### src/rtl/spi_host_pkg.sv
package spi_host_pkg;
   localparam int FRAME_W = 8;
   localparam int REG_AW  = 3;

   localparam logic [REG_AW-1:0] A_RXD  = 3'd0;
   localparam logic [REG_AW-1:0] A_TXD  = 3'd1;
   localparam logic [REG_AW-1:0] A_STAT = 3'd2;
   localparam logic [REG_AW-1:0] A_CTRL = 3'd3;
   localparam logic [REG_AW-1:0] A_RSVD = 3'd4;
   localparam logic [REG_AW-1:0] A_SSEL = 3'd5;

   localparam int B_ROE  = 3;
   localparam int B_TOE  = 4;
   localparam int B_TMT  = 5;
   localparam int B_TRDY = 6;
   localparam int B_RRDY = 7;
   localparam int B_ERR  = 8;
   localparam int B_HOLD = 10;
   localparam int CTRL_W = 11;

   localparam logic [CTRL_W-1:0] CTRL_MASK = 11'h5D8;
endpackage

### src/rtl/spi_host_regs.sv
module spi_host_regs
   import spi_host_pkg::*;
#(
   parameter int BUS_W  = 32,
   parameter int NUM_SS = 32
) (
   input  logic                clk,
   input  logic                rst_n,
   input  logic [REG_AW-1:0]   reg_addr,
   input  logic                reg_wr,
   input  logic                reg_rd,
   input  logic [BUS_W-1:0]    reg_wdata,
   output logic [BUS_W-1:0]    reg_rdata,
   output logic                tx_full,
   output logic [FRAME_W-1:0]  tx_byte,
   input  logic                take,
   input  logic                busy,
   input  logic                done,
   input  logic [FRAME_W-1:0]  rx_in,
   output logic                rrdy,
   output logic                roe,
   output logic                toe,
   output logic                sso,
   output logic [NUM_SS-1:0]   ss_sel,
   output logic                irq
);
   logic [FRAME_W-1:0] hold_q, rx_q;
   logic               full_q, rrdy_q, roe_q, toe_q;
   logic [CTRL_W-1:0]  ctrl_q, stat_w;
   logic [NUM_SS-1:0]  sel_q;
   logic               wr_tx, wr_st, wr_ctl, wr_sel, rd_rx;
   logic               unused_wd;

   assign wr_tx  = reg_wr && (reg_addr == A_TXD);
   assign wr_st  = reg_wr && (reg_addr == A_STAT);
   assign wr_ctl = reg_wr && (reg_addr == A_CTRL);
   assign wr_sel = reg_wr && (reg_addr == A_SSEL);
   assign rd_rx  = reg_rd && (reg_addr == A_RXD);
   assign unused_wd = ^reg_wdata;

   always_ff @(posedge clk or negedge rst_n) begin
      if (!rst_n) begin
         hold_q <= '0;
         full_q <= 1'b0;
         toe_q  <= 1'b0;
      end else begin
         if (wr_tx && !full_q) begin
            hold_q <= reg_wdata[FRAME_W-1:0];
            full_q <= 1'b1;
         end else if (take) begin
            full_q <= 1'b0;
         end
         if (wr_tx && full_q)
            toe_q <= 1'b1;
         else if (wr_st)
            toe_q <= 1'b0;
      end
   end

   always_ff @(posedge clk or negedge rst_n) begin
      if (!rst_n) begin
         rx_q   <= '0;
         rrdy_q <= 1'b0;
         roe_q  <= 1'b0;
      end else begin
         if (done) begin
            rx_q   <= rx_in;
            rrdy_q <= 1'b1;
         end else if (rd_rx) begin
            rrdy_q <= 1'b0;
         end
         if (done && rrdy_q && !rd_rx)
            roe_q <= 1'b1;
         else if (wr_st)
            roe_q <= 1'b0;
      end
   end

   always_ff @(posedge clk or negedge rst_n) begin
      if (!rst_n) begin
         ctrl_q <= '0;
         sel_q  <= '0;
      end else begin
         if (wr_ctl)
            ctrl_q <= reg_wdata[CTRL_W-1:0] & CTRL_MASK;
         if (wr_sel)
            sel_q <= reg_wdata[NUM_SS-1:0];
      end
   end

   always_comb begin
      stat_w         = '0;
      stat_w[B_ROE]  = roe_q;
      stat_w[B_TOE]  = toe_q;
      stat_w[B_TMT]  = !full_q && !busy;
      stat_w[B_TRDY] = !full_q;
      stat_w[B_RRDY] = rrdy_q;
      stat_w[B_ERR]  = roe_q || toe_q;
   end

   always_comb begin
      unique case (reg_addr)
         A_RXD:   reg_rdata = BUS_W'(rx_q);
         A_STAT:  reg_rdata = BUS_W'(stat_w);
         A_CTRL:  reg_rdata = BUS_W'(ctrl_q);
         A_SSEL:  reg_rdata = BUS_W'(sel_q);
         default: reg_rdata = '0;
      endcase
   end

   assign irq     = |(stat_w & ctrl_q);
   assign tx_full = full_q;
   assign tx_byte = hold_q;
   assign rrdy    = rrdy_q;
   assign roe     = roe_q;
   assign toe     = toe_q;
   assign sso     = ctrl_q[B_HOLD];
   assign ss_sel  = sel_q;
endmodule

### src/rtl/spi_host_shift.sv
module spi_host_shift
   import spi_host_pkg::*;
#(
   parameter int CLK_DIV = 2
) (
   input  logic               clk,
   input  logic               rst_n,
   input  logic               tx_full,
   input  logic [FRAME_W-1:0] tx_byte,
   output logic               take,
   output logic               busy,
   output logic               done,
   output logic [FRAME_W-1:0] rx_byte,
   output logic               sclk,
   output logic               mosi,
   input  logic               miso
);
   localparam int BW = $clog2(FRAME_W);
   localparam logic [BW-1:0] LAST_BIT = BW'(FRAME_W - 1);

   logic               busy_q, sclk_q, done_q, tick;
   logic [BW-1:0]      bit_q;
   logic [FRAME_W-1:0] tx_sr, rx_sr;

   generate
      if (CLK_DIV == 1) begin : g_nodiv
         assign tick = busy_q;
      end else begin : g_div
         localparam int CW = $clog2(CLK_DIV);
         localparam logic [CW-1:0] CMAX = CW'(CLK_DIV - 1);
         logic [CW-1:0] cnt_q;
         always_ff @(posedge clk or negedge rst_n) begin
            if (!rst_n)
               cnt_q <= '0;
            else if (!busy_q || cnt_q == CMAX)
               cnt_q <= '0;
            else
               cnt_q <= cnt_q + 1'b1;
         end
         assign tick = busy_q && (cnt_q == CMAX);
      end
   endgenerate

   assign take = !busy_q && tx_full;

   always_ff @(posedge clk or negedge rst_n) begin
      if (!rst_n) begin
         busy_q <= 1'b0;
         sclk_q <= 1'b0;
         done_q <= 1'b0;
         bit_q  <= '0;
         tx_sr  <= '0;
         rx_sr  <= '0;
      end else begin
         done_q <= 1'b0;
         if (take) begin
            busy_q <= 1'b1;
            sclk_q <= 1'b0;
            bit_q  <= '0;
            tx_sr  <= tx_byte;
         end else if (tick) begin
            if (!sclk_q) begin
               sclk_q <= 1'b1;
               rx_sr  <= {rx_sr[FRAME_W-2:0], miso};
            end else begin
               sclk_q <= 1'b0;
               if (bit_q == LAST_BIT) begin
                  busy_q <= 1'b0;
                  done_q <= 1'b1;
               end else begin
                  bit_q <= bit_q + 1'b1;
                  tx_sr <= {tx_sr[FRAME_W-2:0], 1'b0};
               end
            end
         end
      end
   end

   assign busy    = busy_q;
   assign done    = done_q;
   assign rx_byte = rx_sr;
   assign sclk    = sclk_q;
   assign mosi    = busy_q && tx_sr[FRAME_W-1];
endmodule

### src/rtl/spi_host_csel.sv
module spi_host_csel #(
   parameter int NUM_SS = 32
) (
   input  logic              busy,
   input  logic              sso,
   input  logic [NUM_SS-1:0] ss_sel,
   output logic [NUM_SS-1:0] ss_n
);
   logic active;
   assign active = busy || sso;

   generate
      for (genvar i = 0; i < NUM_SS; i++) begin : g_line
         assign ss_n[i] = !(ss_sel[i] && active);
      end
   endgenerate
endmodule

### src/rtl/spi_host_ctrl.sv
module spi_host_ctrl
   import spi_host_pkg::*;
#(
   parameter int BUS_W   = 32,
   parameter int NUM_SS  = 32,
   parameter int CLK_DIV = 2
) (
   input  logic              clk,
   input  logic              rst_n,
   input  logic [2:0]        reg_addr,
   input  logic              reg_wr,
   input  logic              reg_rd,
   input  logic [BUS_W-1:0]  reg_wdata,
   output logic [BUS_W-1:0]  reg_rdata,
   output logic              irq,
   output logic              sclk,
   output logic              mosi,
   input  logic              miso,
   output logic [NUM_SS-1:0] ss_n
);
   generate
      if (NUM_SS < 1 || NUM_SS > 32) begin : g_bad_ss
         $error("NUM_SS must lie in 1..32");
      end
      if (BUS_W < CTRL_W || BUS_W < NUM_SS) begin : g_bad_bus
         $error("BUS_W too narrow for control or select fields");
      end
      if (CLK_DIV < 1) begin : g_bad_div
         $error("CLK_DIV must be at least 1");
      end
   endgenerate

   logic               tx_full, take, busy, done, rrdy, roe, toe, sso;
   logic [FRAME_W-1:0] tx_byte, rx_byte;
   logic [NUM_SS-1:0]  ss_sel;

   spi_host_regs #(.BUS_W(BUS_W), .NUM_SS(NUM_SS)) u_regs (
      .clk(clk), .rst_n(rst_n),
      .reg_addr(reg_addr), .reg_wr(reg_wr), .reg_rd(reg_rd),
      .reg_wdata(reg_wdata), .reg_rdata(reg_rdata),
      .tx_full(tx_full), .tx_byte(tx_byte), .take(take),
      .busy(busy), .done(done), .rx_in(rx_byte),
      .rrdy(rrdy), .roe(roe), .toe(toe),
      .sso(sso), .ss_sel(ss_sel), .irq(irq)
   );

   spi_host_shift #(.CLK_DIV(CLK_DIV)) u_shift (
      .clk(clk), .rst_n(rst_n),
      .tx_full(tx_full), .tx_byte(tx_byte), .take(take),
      .busy(busy), .done(done), .rx_byte(rx_byte),
      .sclk(sclk), .mosi(mosi), .miso(miso)
   );

   spi_host_csel #(.NUM_SS(NUM_SS)) u_csel (
      .busy(busy), .sso(sso), .ss_sel(ss_sel), .ss_n(ss_n)
   );
endmodule

### config.mk
export PLATFORM = sky130hd
export DESIGN_NAME = spi_host_ctrl
export DESIGN_NICKNAME = d
export VERILOG_FILES = /design/src/rtl/spi_host_pkg.sv /design/src/rtl/spi_host_regs.sv /design/src/rtl/spi_host_shift.sv /design/src/rtl/spi_host_csel.sv /design/src/rtl/spi_host_ctrl.sv
export SDC_FILE = /design/constraint.sdc
export NUM_CORES = 1
export LEC_CHECK = 0
export ABC_AREA = 1
export BUFFER_PORTS_ARGS = -buffer_cell sky130_fd_sc_hd__buf_2
export CAP_MARGIN = 15
export CORE_MARGIN = 2
export CORE_UTILIZATION = 57
export CTS_CLUSTER_SIZE = 30
export DETAILED_ROUTE_END_ITERATION = 10
export GPL_TIMING_DRIVEN = 0
export HOLD_SLACK_MARGIN = 0.05
export PLACE_DENSITY = 0.95
export SETUP_SLACK_MARGIN = 0.4
export SYNTH_ARGS = -nofsm -noshare
export SYNTH_HDL_FRONTEND = slang
export SYNTH_SLANG_ARGS = --single-unit
### constraint.sdc
create_clock -name clk -period 3.2 [get_ports clk]
set_input_delay 0.48 -clock clk [delete_from_list [all_inputs] [get_ports clk]]
set_output_delay 0.48 -clock clk [all_outputs]
set_load 0.05 [all_outputs]
# Word level (Yosys, flattened, before mapping)
# Index checks and enable logic that the tools add are counted.
[classes] n_mux=28 eq_ne=6 bitwise_logic=3 n_addsub=2 reduce_logical=95
[ops] op="one-hot mux 32 bit (4 select lines)" n=1
[ops] op="logical AND 1 bit" n=45
[ops] op="zero test 1 bit" n=35
[ops] op="2-to-1 mux 8 bit" n=4
[ops] op="2-to-1 mux 1 bit" n=19
[ops] op="nonzero test 2 bit" n=7
[ops] op="2-to-1 mux 3 bit" n=4
[ops] op="bitwise AND 9 x 11 -> 11 bit" n=1
[ops] op="OR reduction 11 bit" n=1
[ops] op="AND reduction 3 bit" n=3
[ops] op="== test 3 x 2 -> 1 bit (second input constant)" n=2
[ops] op="== test 3 bit (second input constant)" n=2
[ops] op="adder 3 x 1 -> 3 bit (second input constant)" n=1
[ops] op="== test 3 x 1 -> 1 bit (second input constant)" n=1
[ops] op="zero test 3 bit" n=1
[ops] op="logical OR 1 bit" n=3
[ops] op="inequality test 2 bit (second input constant)" n=1
[ops] op="inverter 1 bit" n=2
[ops] op="adder 1 bit (second input constant)" n=1
[word_totals] out_inout_bits=67 ff_bits=81 input_bits=40 elab_cells=149

# Depth between registers and ports, before layout
[logic_depth] ltp_word=5 mapped_depth=7

# Modules after synthesis
# Synthesis repeated with hierarchy kept, for this count alone.
[unflattened] hier_cells=538 hier_area_um2=4068.9
[modules_own_cells] module="spi_host_regs" instances=1 cells_each=378 seq_area_each_um2=1451.4 area_per_inst_um2=2844.0
[modules_own_cells] module="spi_host_shift" instances=1 cells_each=122 seq_area_each_um2=575.6 area_per_inst_um2=1034.7
[modules_own_cells] module="spi_host_csel" instances=1 cells_each=38 seq_area_each_um2=0.0 area_per_inst_um2=190.2

# Worst setup path before layout
# No wires, ideal clock.
[synth_path] path_kind="in2out" from="input port reg_addr[2]" to="output port reg_rdata[0]" required_time_ps=2720 arrival_time_ps=2099 path_buffers=2 slack_ps=621 path_stages=5 path_cell_list="buf_4 -> nor2_1 -> buf_4 -> nand2_1 -> o21ai_0"
[synth_between] elab_chain_cells=2 word_cells_on_any_way=5 cone_classes="eq/ne: 3; mux: 1; reduce/logical: 1"
[synth_lines] element="from (decl)" line="spi_host_ctrl.sv:10" text="input logic [2:0] reg_addr,"
[synth_lines] element="== test 3 bit (tied with other cells)" line="spi_host_regs.sv:102" text="unique case (reg_addr)"
[synth_lines] element="one-hot mux 32 bit (4 select lines) (*)" line="spi_host_regs.sv:102"
[synth_lines] element="to (decl)" line="spi_host_ctrl.sv:14" text="output logic [BUS_W-1:0] reg_rdata,"
# Mark *: on every way between the ends. The rest lies on a longest branch, timed or not.

# Final worst setup path
[layout_path] from="register u_shift.busy_q, in the netlist u_shift.busy" to="output port ss_n[15]"
[layout_between] elab_chain_cells=3
[layout_lines] element="from (decl)" line="spi_host_shift.sv:21" text="logic busy_q, sclk_q, done_q, tick;"
[layout_lines] element="from (signal assigned)" line="spi_host_shift.sv:48" text="busy_q <= 1'b0;"
[layout_lines] element="from (signal assigned)" line="spi_host_shift.sv:57" text="busy_q <= 1'b1;"
[layout_lines] element="from (signal assigned)" line="spi_host_shift.sv:68" text="busy_q <= 1'b0;"
[layout_lines] element="logical OR 1 bit" line="spi_host_csel.sv:10" text="assign active = busy || sso;"
[layout_lines] element="logical AND 1 bit" line="spi_host_csel.sv:14" text="assign ss_n[i] = !(ss_sel[i] && active);"
[layout_lines] element="zero test 1 bit" line="spi_host_csel.sv:14"
[layout_lines] element="to (decl)" line="spi_host_ctrl.sv:19" text="output logic [NUM_SS-1:0] ss_n"
# No other way between the ends.

==> flow_summary_export.csv <==
group,metric,value,unit
outcome,status,"finished, final reports clean",
synth,syn-num-nets,581,
critical_path,end_kind,"output pin",
place,placed_cell_area,4650,um^2
final_layout,fin_nets,698,
floorplanning,initial_core_util,58.6,%
synth,synthArstFlopShare,100,%
clocking,clk_pin_slew,0.09,ns
global_routing,use_met2,50.4,%
critical_path,crit_cells,5,
timing,rsz0062_at_grt,"no",
worst_hold_path,min_path_type,"primary input to flip-flop",
critical_path,crit_type,"flip-flop to output pin",
floorplanning,die_w,87.6,um
synth,synth_top_area_cell,"dfrtp_1",
floorplanning,die_area,7670,um^2
final_layout,nFillCells,485,
detailed_routing,via_per_inst,5.44,
pwr,p_leak,2.80,nW
clocking,htreeDepth,3,
synth,synth.top_cells.by_count,"nand2_1 (231), dfrtp_1 (81), nand3_1 (81), inv_1 (45), nor2_1 (31)",
detailed_routing,final_antenna_net_count,0,
synth,synth_enable_flop_cells,0,
critical_path,worst_setup_path_start_kind,"flip-flop",
synth,yosys-top-cells-area,"dfrtp_1 (51%), nand2_1 (22%), nand3_1 (10%), inv_1 (4.2%), nor2_1 (2.9%)",
critical_path,crit_arrival,1.82,ns
timing,tns,0,ns
synth,yosys_register_bits,81,
place,place.gp.congestion,0.951,
final_layout,num_antenna_cells,0,
critical_path,max_stage_delay,0.43,ns
timing,maxSlewHeadroom,65.8,%
global_routing,grt_max_degree,64,
global_routing,grt_pass1_wl,18100,um
detailed_routing,drc,0,
critical_path,worst_path_max_delay_cell,"clkbuf_1",
floorplanning,pin_count,107,
synth,yosysWarnings,0,
timing,min_period,2.30,ns
place,dpl.hpwl,7950,um
synth,ys_seq_area_share,50.9,%
synth,avgSynthCellArea,7.39,um^2
clocking,cts-root-buf,"clkbuf_8",
synth,synth_area,3980,um^2
critical_path,timing.rr.start,"u_shift.bit_q[0]$_DFFE_PN0P_",
timing,hold_viol,0,
floorplanning,fp-row-count,30,
critical_path,cp-startpoint,"u_shift.busy$_DFFE_PN0P_",
critical_path,crit_buf_inv,3,
timing,min_period_over_period,71.9,%
final_layout,area_growth,22.7,%
global_routing,grt_pass1_vias,3979,
timing,clock_skew,0.00675,ns
job,maxCapViolations,0,
synth,yosys.cell_types.count,20,
synth,yosys.cell_count.top_type,"nand2_1",
critical_path,regToRegSetupSlack,1.74,ns
final_layout,fin_area,4890,um^2
timing,setup_viol,0,
synth,synthFlopType,"dfrtp_1",
critical_path,r2r_end,"u_shift.tx_sr[7]$_DFFE_PN0P_",
critical_path,cp_max_fo,10,
pwr,p_per_area,775,nW/um^2
critical_path,path_cells,"inv_1 -> nand2_1 -> clkbuf_1 -> nand2_1 -> buf_2",
clocking,cts_made_buffers,9,
detailed_routing,drtIter0Drc,375,
final_layout,drive_gt1_share,22.5,%
critical_path,r2r_cells,7,
pwr,ir_worst_vdd,0.431,mV
clocking,cts.sinks,81,
global_routing,use_met3,4.90,%
critical_path,worstPathRequired,2.72,ns
timing,hold_slack,0.333,ns
detailed_routing,routed_wl,10900,um
clocking,cts_resized,0,
timing,slew_violations,0,
detailed_routing,drt-pass1-iter-count,5,
floorplanning,design.core.area,6790,um^2
synth,synth_cells,539,
clocking,cts_tree,"done",
clocking,ctsLongestPathBuffers,2,
global_routing,busiest_layer,"met2",
detailed_routing,num_vias,4115,
floorplanning,die_h,87.6,um
place,io_buffers,104,
critical_path,crit_top_cell,"nand2_1",
timing,max_slew.worst_pin.slew,0.513,ns
critical_path,crit_path_end,"ss_n[15]",
synth,yosysTopAreaCellShare,50.9,%
global_routing,antenna_found_initial,0,
clocking,clk_latency,0.36,ns
detailed_routing,avgRoutedWirePerCell,14.4,um
global_routing,met1_usage,39.1,%
critical_path,cp_top_family,"buffers and inverters",
clocking,postCtsSetupBuffers,0,
global_routing,grt_usage,30.7,%
global_routing,overflow,0,
timing,fmax,435,MHz
[cells in the final DEF, fill, tap and decap left out, drive strengths merged, types with 8 or more instances in the layout]
master	instances
o21ai	17
buf	124
nand2	232
dfrtp	81
nand4	8
clkbuf	19
nand3	81
inv	51
nor2	34
[cell families (layout without fill, tap and decap cells)]
group                      count (synthesis)  count (layout)  synth area share (%)
AOI/OAI and AO/OA                         17              17                  2.14
adders and majority gates                  2               2                 0.628
buffers and inverters                     79             201                  8.70
DFF                                       81              81                  50.9
and+or+nand+nor                          360             360                  37.7
[how the worst min path moves through the flow]
stage	start	to	slack, ns	cells past startpoint
finish	reg_wdata[10]	u_regs.ctrl_q[10]$_DFFE_PN0P_	0.33	3
global route	reg_wdata[10]	u_regs.ctrl_q[10]$_DFFE_PN0P_	0.35	3
CTS	reg_wdata[10]	u_regs.ctrl_q[10]$_DFFE_PN0P_	0.32	3
detailed placement	rst_n	u_regs.ss_sel[9]$_DFFE_PN0P_	0.37	1
global placement	u_shift.g_div.cnt_q$_DFF_PN0_	u_shift.g_div.cnt_q$_DFF_PN0_	0.42	1
floorplan	rst_n	u_regs.ctrl_q[10]$_DFFE_PN0P_	0.18	0
[timing repair]
| action | 4_1_cts | 5_1_grt |
|---|---|---|
| hold endpoints to repair | 18 | 0 |
| hold buffers | 1 | 0 |
| endpoints found under the setup margin | 0 | 0 |
[tightest hold or removal path: stages]
cell	delay, ns
buf_2	0.09
nand2_1	0.05
nand2_1	0.05
[power by group]
group	internal [mW]	switching (mW)
Clock	0.446	0.401
Combinational	0.372	1.08
Sequential	1.30	0.196
Total	2.12	1.67
[flip-flops by register name (all words and copies together), names as in the netlist, 3 cells and up]
| name | cells |
|---|---|
| u_regs.rx_q | 8 |
| u_regs.tx_byte | 8 |
| u_regs.ss_sel | 32 |
| u_shift.bit_q | 3 |
| u_shift.rx_byte | 8 |
| u_regs.ctrl_q | 6 |
| u_shift.tx_sr | 8 |
[metal layers]
layer / share of wire (%) / up-vias
li1: - / 1912
met1: 40 / 1955
met2: 49 / 201
met3: 6.8 / 47
met4: 4.5 / 0
met5: 0 / -
[metrics by stage]
stage / total power, mW / worst slack, ns / util, % / std cells
final: 3.79 / 0.899 / 72.0 / 757
after global routing: 4.00 / 0.787 / 72.0 / 757
after CTS: 3.79 / 0.911 / 72.0 / 757
after detailed placement: 2.94 / 1.13 / 68.5 / 740
after global placement: 2.86 / 1.13 / 68.1 / 739
after floorplan: 2.54 / 0.621 / - / 539
[area by class of cell]
type / count / area, um^2 / area share, %
inverters: 50 / 188 / 3.84
multi-input cells: 379 / 1610 / 32.9
clock buffers: 9 / 124 / 2.53
plain buffers: 29 / 159 / 3.25
clock inverters: 7 / 101 / 2.07
well taps: 96 / 120 / 2.46
repair buffers: 106 / 561 / 11.5
flip-flops and latches: 81 / 2030 / 41.5
Note: power is estimated with default switching activity, not from simulation.
